`config.mk`:
```
export PLATFORM = sky130hd
export DESIGN_NAME = b58_encoder
export DESIGN_NICKNAME = d
export VERILOG_FILES = /design/src/rtl/b58_pkg.sv /design/src/rtl/b58_lead_zeros.sv /design/src/rtl/b58_div_step.sv /design/src/rtl/b58_symbol.sv /design/src/rtl/b58_encoder.sv
export SDC_FILE = /design/constraint.sdc
export NUM_CORES = 1
export LEC_CHECK = 0
export BUFFER_PORTS_ARGS = -buffer_cell sky130_fd_sc_hd__buf_2
export CELL_PAD_IN_SITES_DETAIL_PLACEMENT = 1
export CELL_PAD_IN_SITES_GLOBAL_PLACEMENT = 1
export CORE_MARGIN = 2
export CORE_UTILIZATION = 35
export DETAILED_ROUTE_END_ITERATION = 12
export GPL_ROUTABILITY_DRIVEN = 0
export PLACE_DENSITY_LB_ADDON = 0.1
export SLEW_MARGIN = 30
export SYNTH_ARGS = -nofsm -noshare
export SYNTH_HDL_FRONTEND = slang
export SYNTH_SLANG_ARGS = --single-unit
```
`constraint.sdc`:
```
create_clock -name clk -period 21.8 [get_ports clk]
set_input_delay 1.09 -clock clk [delete_from_list [all_inputs] [get_ports clk]]
set_output_delay 1.09 -clock clk [all_outputs]
set_load 0.01 [all_outputs]
```
`src/rtl/b58_pkg.sv`:
```
package b58_pkg;

   typedef enum logic [2:0] {
      ST_IDLE,
      ST_CHK,
      ST_DIV,
      ST_LEAD,
      ST_DONE
   } b58_state_t;

   localparam int unsigned RADIX = 58;

   // Alphabet index to ASCII, computed from the gaps left for 0, I, O and l.
   function automatic logic [7:0] b58_sym(input logic [5:0] d);
      logic [7:0] c;
      if (d < 6'd9)       c = 8'h31 + 8'(d);
      else if (d < 6'd17) c = 8'h41 + 8'(d - 6'd9);
      else if (d < 6'd22) c = 8'h4A + 8'(d - 6'd17);
      else if (d < 6'd33) c = 8'h50 + 8'(d - 6'd22);
      else if (d < 6'd44) c = 8'h61 + 8'(d - 6'd33);
      else                c = 8'h6D + 8'(d - 6'd44);
      return c;
   endfunction

endpackage

```
`src/rtl/b58_lead_zeros.sv`:
```
module b58_lead_zeros #(
   parameter int unsigned VAL_W = 256,
   localparam int unsigned NBYTES = VAL_W / 8,
   localparam int unsigned LZ_W = $clog2(NBYTES + 1)
) (
   input  logic [VAL_W-1:0] value,
   output logic [LZ_W-1:0]  count
);

   logic [NBYTES-1:0] zb;

   generate
      for (genvar b = 0; b < NBYTES; b++) begin : g_byte
         assign zb[b] = (value[b*8 +: 8] == 8'h00);
      end
   endgenerate

   always_comb begin
      logic run;
      run   = 1'b1;
      count = '0;
      for (int b = NBYTES - 1; b >= 0; b--) begin
         run = run & zb[b];
         if (run) count = count + LZ_W'(1);
      end
   end

endmodule

```
`src/rtl/b58_div_step.sv`:
```
module b58_div_step #(
   parameter int unsigned CHUNK_W = 32
) (
   input  logic [5:0]         rem_in,
   input  logic [CHUNK_W-1:0] chunk,
   output logic [CHUNK_W-1:0] quot,
   output logic [5:0]         rem_out
);

   logic [CHUNK_W+5:0] wide;

   assign wide    = {rem_in, chunk};
   assign quot    = CHUNK_W'(wide / b58_pkg::RADIX);
   assign rem_out = 6'(wide % b58_pkg::RADIX);

endmodule

```
`src/rtl/b58_symbol.sv`:
```
module b58_symbol (
   input  logic [5:0] digit,
   output logic [7:0] ascii
);

   assign ascii = b58_pkg::b58_sym(digit);

endmodule

```
`src/rtl/b58_encoder.sv`:
```
module b58_encoder #(
   parameter int unsigned VAL_W     = 256,
   parameter int unsigned CHUNK_W   = 32,
   parameter int unsigned MAX_CHARS = 44,
   parameter int unsigned LEN_W     = 6,
   parameter int unsigned LAT_BOUND = 640
) (
   input  logic                   clk,
   input  logic                   rst_n,
   input  logic                   in_valid,
   output logic                   in_ready,
   input  logic [VAL_W-1:0]       in_data,
   output logic                   out_valid,
   input  logic                   out_ready,
   output logic [MAX_CHARS*8-1:0] out_chars,
   output logic [LEN_W-1:0]       out_len
);
   import b58_pkg::*;

   localparam int unsigned NCH    = VAL_W / CHUNK_W;
   localparam int unsigned IDX_W  = (NCH > 1) ? $clog2(NCH) : 1;
   localparam int unsigned NBYTES = VAL_W / 8;
   localparam int unsigned LZ_W   = $clog2(NBYTES + 1);
   localparam int unsigned BUF_W  = MAX_CHARS * 8;
   localparam int unsigned WORST  = MAX_CHARS * NCH + NBYTES + 4;

   generate
      if (VAL_W % CHUNK_W != 0) begin : g_bad_chunk
         $error("VAL_W must be a multiple of CHUNK_W");
      end
      if (VAL_W % 8 != 0) begin : g_bad_bytes
         $error("VAL_W must be whole bytes");
      end
      if ((1 << LEN_W) <= MAX_CHARS) begin : g_bad_len
         $error("LEN_W too narrow for MAX_CHARS");
      end
      if (WORST > LAT_BOUND) begin : g_bad_lat
         $error("CHUNK_W too narrow to meet LAT_BOUND");
      end
   endgenerate

   b58_state_t         state;
   logic [VAL_W-1:0]   val_q;
   logic [5:0]         rem_q;
   logic [IDX_W-1:0]   idx_q;
   logic               qnz_q;
   logic [LZ_W-1:0]    lz_q;
   logic [BUF_W-1:0]   buf_q;
   logic [LEN_W-1:0]   len_q;

   logic [LZ_W-1:0]    lz_in;
   logic [CHUNK_W-1:0] chunk, quot;
   logic [5:0]         rem_out, sym_digit;
   logic [7:0]         sym;
   logic               last_chunk;

   b58_lead_zeros #(.VAL_W(VAL_W)) lz_i (
      .value (in_data),
      .count (lz_in)
   );

   assign chunk = val_q[idx_q*CHUNK_W +: CHUNK_W];

   b58_div_step #(.CHUNK_W(CHUNK_W)) div_i (
      .rem_in  (rem_q),
      .chunk   (chunk),
      .quot    (quot),
      .rem_out (rem_out)
   );

   assign sym_digit = (state == ST_LEAD) ? 6'd0 : rem_out;

   b58_symbol sym_i (
      .digit (sym_digit),
      .ascii (sym)
   );

   assign last_chunk = (idx_q == '0);

   always_ff @(posedge clk or negedge rst_n) begin
      if (!rst_n) begin
         state <= ST_IDLE;
         val_q <= '0;
         rem_q <= '0;
         idx_q <= '0;
         qnz_q <= 1'b0;
         lz_q  <= '0;
         buf_q <= '0;
         len_q <= '0;
      end else begin
         case (state)
            ST_IDLE: if (in_valid) begin
               val_q <= in_data;
               lz_q  <= lz_in;
               buf_q <= '0;
               len_q <= '0;
               rem_q <= '0;
               idx_q <= IDX_W'(NCH - 1);
               qnz_q <= 1'b0;
               state <= ST_CHK;
            end
            ST_CHK: state <= (val_q == '0) ? ST_LEAD : ST_DIV;
            ST_DIV: begin
               val_q[idx_q*CHUNK_W +: CHUNK_W] <= quot;
               if (last_chunk) begin
                  buf_q <= {buf_q[BUF_W-9:0], sym};
                  len_q <= len_q + LEN_W'(1);
                  rem_q <= '0;
                  idx_q <= IDX_W'(NCH - 1);
                  qnz_q <= 1'b0;
                  state <= (qnz_q || quot != '0) ? ST_DIV : ST_LEAD;
               end else begin
                  rem_q <= rem_out;
                  idx_q <= idx_q - IDX_W'(1);
                  qnz_q <= qnz_q | (quot != '0);
               end
            end
            ST_LEAD: begin
               if (lz_q == '0) begin
                  state <= ST_DONE;
               end else begin
                  buf_q <= {buf_q[BUF_W-9:0], sym};
                  len_q <= len_q + LEN_W'(1);
                  lz_q  <= lz_q - LZ_W'(1);
               end
            end
            ST_DONE: if (out_ready) state <= ST_IDLE;
            default: state <= ST_IDLE;
         endcase
      end
   end

   assign in_ready  = (state == ST_IDLE);
   assign out_valid = (state == ST_DONE);
   assign out_chars = buf_q;
   assign out_len   = len_q;

endmodule

```
# After elaboration in Yosys (flattened, before gate mapping)
# Cells that the tools add are included.
dict set report op_classes {
  div 2
  n_reduce_logical 45
  bitwise 32
  shifts 3
  n_mux 67
  order_cmp 5
  n_eq_ne 9
  addsub 46
}
# operator n
set op_table {}
lappend op_table {{352-bit 2-to-1 mux} 3}
lappend op_table {{352-bit case mux with 3 select lines} 1}
lappend op_table {{256-bit case mux with 2 select lines} 1}
lappend op_table {{256-bit bitwise mux} 1}
lappend op_table {{256-bit logical NOT} 1}
lappend op_table {{8-bit logical NOT} 32}
lappend op_table {{256-bit 2-to-1 mux} 1}
lappend op_table {{32-bit by 34-bit variable shift with 256-bit output (first input constant)} 1}
lappend op_table {{256-bit by 9-bit indexed part select with 32-bit output} 1}
lappend op_table {{32-bit by 34-bit indexed part select with 256-bit output} 1}
lappend op_table {{6-bit 2-to-1 mux} 38}
lappend op_table {{6-bit by 1-bit adder with 6-bit output (second input constant)} 32}
lappend op_table {{7-bit by 8-bit adder with 8-bit output (first input constant)} 5}
lappend op_table {{8-bit 2-to-1 mux} 5}
lappend op_table {{38-bit by 6-bit divider with 38-bit output (second input constant)} 1}
lappend op_table {{38-bit by 6-bit remainder unit with 38-bit output (second input constant)} 1}
lappend op_table {{8-bit negation with 34-bit output} 1}
lappend op_table {{32-bit nonzero test} 1}
lappend op_table {{1-bit bitwise AND} 31}
lappend op_table {{6-bit case mux with 2 select lines} 2}
lappend op_table {{3-bit 2-to-1 mux} 6}
lappend op_table {{6-bit case mux with 3 select lines} 1}
lappend op_table {{3-bit case mux with 5 select lines} 1}
lappend op_table {{6-bit by 5-bit subtractor with 7-bit output (second input constant)} 2}
lappend op_table {{other kinds (25)} 39}
dict set report totals {
  ff_bits 633
  output_inout_bits 360
  input_bits 260
}

# Depth between registers and ports, before layout
dict set report logic_depth {
  word_depth 66
  depth_mapped 105
}

# Modules after synthesis
# Synthesis repeated with hierarchy kept, for this count alone.
dict set report hier_totals {
  hier_cells 5334
  hier_area_um2 44127.3
}
# module seq_area_each_um2 cells_per_inst area_per_inst_um2 n_inst
set by_module_without_submodules {}
lappend by_module_without_submodules {b58_encoder 15840.2 3216 29290.6 1}
lappend by_module_without_submodules {b58_div_step 0.0 1247 8818.5 1}
lappend by_module_without_submodules {b58_lead_zeros 0.0 726 5014.8 1}
lappend by_module_without_submodules {b58_symbol 0.0 145 1003.5 1}

# Least setup slack after synthesis
# No wires, ideal clock.
dict set report synth_timing {
  kind {reg-to-reg}
  start {register idx_q[0]}
  end {register buf_q[5] (netlist: out_chars[5])}
  synth_period_minus_slack_ns 22.431
  setup_time_ns 0.124
  slack_ns -0.631
  stages_incl_launch_ff 92
  required_time_ns 21.676
  arrival_time_ns 22.307
  cell_sequence {dfrtp_1 > buf_6 > buf_2 > buf_2 > buf_2 > buf_1 > mux4_2 > nand2_1 > nand2_1 > nor2_1 > nand4_1 > or4_1 > nor2_1 > a2bb2oi_1 > o211a_1 > or3_1 > o221a_2 > a211o_1 > [56 not listed] > and3b_4 > o41ai_4 > xnor2_1 > ha_1 > nand2b_1 > o21ai_0 > a31oi_1 > a31oi_1 > or3_1 > a21oi_2 > ha_1 > inv_1 > or2_4 > and2_1 > or4_1 > o221ai_1 > o2111ai_1 > a2bb2oi_1}
}
dict set report synth_via {
  elab_chain_cells 12
}
# element line_no
set synth_lines {}
lappend synth_lines {{start, declared} b58_encoder.sv:45} ;# logic [IDX_W-1:0] idx_q;
lappend synth_lines {{start signal, assigned} b58_encoder.sv:98} ;# idx_q <= IDX_W'(NCH - 1);
lappend synth_lines {{start signal, assigned} b58_encoder.sv:109} ;# idx_q <= IDX_W'(NCH - 1);
lappend synth_lines {{start signal, assigned} b58_encoder.sv:114} ;# idx_q <= idx_q - IDX_W'(1);
lappend synth_lines {{256-bit by 9-bit indexed part select with 32-bit output} b58_encoder.sv:62} ;# assign chunk = val_q[idx_q*CHUNK_W +: CHUNK_W];
lappend synth_lines {{38-bit by 6-bit remainder unit with 38-bit output} b58_div_step.sv:14} ;# assign rem_out = 6'(wide % b58_pkg::RADIX);
lappend synth_lines {{6-bit 2-to-1 mux} b58_encoder.sv:71} ;# assign sym_digit = (state == ST_LEAD) ? 6'd0 : rem_out;
lappend synth_lines {{6-bit by 6-bit subtractor with 7-bit output (on tied branches)} {b58_pkg.sv:21, b58_pkg.sv:20}}
lappend synth_lines {{7-bit by 8-bit adder with 8-bit output (on tied branches)} {b58_pkg.sv:21, b58_pkg.sv:20}}
lappend synth_lines {{8-bit 2-to-1 mux} b58_pkg.sv:20} ;# else if (d < 6'd44) c = 8'h61 + 8'(d - 6'd33);
lappend synth_lines {{8-bit 2-to-1 mux} b58_pkg.sv:19} ;# else if (d < 6'd33) c = 8'h50 + 8'(d - 6'd22);
lappend synth_lines {{8-bit 2-to-1 mux} b58_pkg.sv:18} ;# else if (d < 6'd22) c = 8'h4A + 8'(d - 6'd17);
lappend synth_lines {{8-bit 2-to-1 mux} b58_pkg.sv:17} ;# else if (d < 6'd17) c = 8'h41 + 8'(d - 6'd9);
lappend synth_lines {{8-bit 2-to-1 mux} b58_pkg.sv:16} ;# if (d < 6'd9) c = 8'h31 + 8'(d);
lappend synth_lines {{352-bit 2-to-1 mux (on tied branches)} {b58_encoder.sv:119, b58_encoder.sv:105}}
lappend synth_lines {{352-bit case mux with 3 select lines} b58_encoder.sv:91} ;# case (state)
lappend synth_lines {{end signal, assigned} b58_encoder.sv:106} ;# buf_q <= {buf_q[BUF_W-9:0], sym};
lappend synth_lines {{end signal, assigned} b58_encoder.sv:122} ;# buf_q <= {buf_q[BUF_W-9:0], sym};
lappend synth_lines {{end, declared} b58_encoder.sv:48} ;# logic [BUF_W-1:0] buf_q;
# Parallel ways exist; a longest one is shown, timed or not. The select of a mux whose other input is x is not followed.
# A chain may end at the register's enable or synchronous reset.

# Worst setup path after layout
dict set report layout_timing {
  start {register idx_q[0]}
  end {register buf_q[6] (netlist: out_chars[6])}
}
# Same word-level chain as after synthesis.

==> impl_metrics.json <==
{
  "grt_pass1_vias": 42700,
  "synth_edf_count": 0,
  "rsz0062_at_grt": "yes",
  "period_share": 1.02,
  "slew_headroom": 0.234,
  "vias": 42600,
  "first_pass_iters": 8,
  "portBuffers": 619,
  "cpPeakStageDelay_ns": 0.53,
  "failed_checks": "negative setup slack",
  "syn2layout_area_growth_pct": 36.3,
  "drtAntennaViolNets": 0,
  "num-fill-cells": 13000,
  "dp_hpwl_um": 144000,
  "start_kind": "flop",
  "core_area_sq_um": 112000,
  "startpoint": "idx_q[0]",
  "fmax_mhz": 44.8,
  "start_util": 0.352,
  "totalWireLength_um": 193000,
  "finClkSkew_ns": 0.0381,
  "period_minus_slack_ns": 22.30,
  "final-seq-area_sq_um": 15900,
  "ys_seq_elements": 633,
  "cts-root-buf": "clkbuf_16",
  "synth_warnings": 0,
  "wl_per_cell_um": 27.5,
  "multi_input_area_sq_um": 24400,
  "seq_area_frac_synth": 0.400,
  "synthArstFlopShare": 1.00,
  "die_area_sq_um": 116000,
  "worstHoldStart": "out_chars[350]",
  "maxCapViolations": 0,
  "numCtsBuffers": 75,
  "path_max_fanout": 8,
  "final_cell_mix": "buf_4, dfrtp_1, buf_2",
  "clk_path_buf_depth": 3,
  "die_h_um": 340,
  "layout_commonest_cell": "buf_4",
  "gr-total-overflow": 0,
  "grt_max_degree": 164,
  "htreeDepth": 3,
  "syn_nets": 4619,
  "cts_sinks": 633,
  "place_ws_ns": -0.895,
  "synthCells": 4303,
  "layout-drive-gt1-share": 0.364,
  "synth_cell_types": 134,
  "cts_tree": "built",
  "viasPerCell": 6.08,
  "critPathKind": "reg2reg",
  "grt_pass1_wl_um": 283000,
  "cp_slowest_cell": "dfrtp_4",
  "outcome": "finished, violations left",
  "antenna_found_initial": 33,
  "synth_ff_type": "dfrtp_1",
  "finalSetupViolCount": 8,
  "syn_avg_cell_area_sq_um": 9.20,
  "r2r-start": "idx_q[0]",
  "cpMostUsedCell": "buf_4",
  "cp-end-kind": "flop",
  "reg2reg_depth": 98,
  "rows": 123,
  "grtUsageTotal": 0.320,
  "die_w_um": 340,
  "tightest_slew_ns": 1.14,
  "syn-cell-area_sq_um": 39600,
  "setup_slack_ns": -0.501,
  "finalHoldViolCount": 0,
  "slew_violations": 0,
  "drt_iter0_drc": 3689,
  "clock_latency_ns": 0.69,
  "hold_class": "reg2reg",
  "cts_hold_buf": 0,
  "clkTransAtPathRegs_ns": 0.06,
  "route.detailed.drc": 0,
  "io_pins": 620,
  "required_ns": 22.35,
  "hold_depth": 1,
  "finalNetCount": 5757,
  "critPathArrivalTime_ns": 22.85
}
-- worst paths after layout --
path | slack (ns) | to
setup / recovery | -0.50 | out_chars[6]
hold / removal | 0.50 | out_chars[350]
setup reg to reg | -0.50 | out_chars[6]
hold reg to reg | 0.50 | out_chars[350]
max in group asynchronous | 19.16 | out_chars[83]
min in group asynchronous | 0.52 | val_q[48]
-- area by class of cell --
type / instances / share of cell area
multi-input cells: 3318 / 0.452
repair buffers: 1365 / 0.167
flip-flops and latches: 633 / 0.294
clock inverters: 37 / 0.00934
well taps: 1500 / 0.0348
diodes: 12 / 0.000556
clock buffers: 100 / 0.0393
inverters: 48 / 0.00338
-- state kept, by name, summed over array words and instances (netlist names) --
signal / count
out_chars: 352
val_q: 256
lz_q: 6
out_len: 6
rem_q: 6
idx_q: 3
state: 3
qnz_q: 1
-- repair_timing --
item | 4_1_cts | 5_1_grt
pin swaps | 109 | 97
buffers inserted | 59 | 39
setup endpoints to repair | 8 | 14
gates resized for setup | 193 | 174
-- cell families after synthesis --
logic type | Yosys count | synth area share
flip-flops | 633 | 0.400
XOR/XNOR | 141 | 0.0321
buffers and inverters | 352 | 0.0354
adder cells (fa/ha/maj) | 65 | 0.0200
AO/OA/AOI/OAI | 1508 | 0.277
AND/OR/NAND/NOR | 1457 | 0.177
multiplexers | 147 | 0.0585
-- per-stage QoR --
stage	hold WS [ns]	cells	TNS [ns]	utilization	instance area, sq um
final	0.504	7013	-2.49	0.481	54000
after global routing	0.523	7011	-9.30	0.481	54000
after CTS	0.504	6962	-0.0249	0.469	52700
after detailed placement	0.485	6767	-6.02	0.434	48800
after global placement	0.486	6766	-2.29	0.433	48700
after floorplan	0.462	4303	0	-	39900
-- synthesized netlist by cell type (all sizes together), types with 66 or more instances --
library cell  count  share of area
clkbuf          237          0.022
nor3             68         0.0091
dfrtp           633           0.40
o22ai           190          0.030
and3             83          0.013
nand2           325          0.031
a21oi           408          0.053
nor2            507          0.048
nand3            88          0.011
o21ai           145          0.019
a22o            357          0.079
xnor2           102          0.023
nor4            147          0.024
buf              66         0.0081
-- per-layer routing --
metal	wire (um)	track usage
met1	81100	0.432
met3	15900	0.0714
met4	8560	0.134
met5	26	0
met2	87100	0.495
-- worst max-delay path, delay by kind of cell, from the launching register on --
kind | cells | cell delay [ns]
muxes | 7 | 2.04
DFF | 1 | 0.53
buffers and inverters | 13 | 1.91
and+or+nand+nor | 15 | 3.00
adders and majority gates | 3 | 0.66
AOI/OAI and AO/OA | 53 | 12.73
xor gates and xnor gates | 7 | 1.27
Power is not shown: default switching activity piles up to over one toggle a cycle in this logic, so the estimate is an artifact.
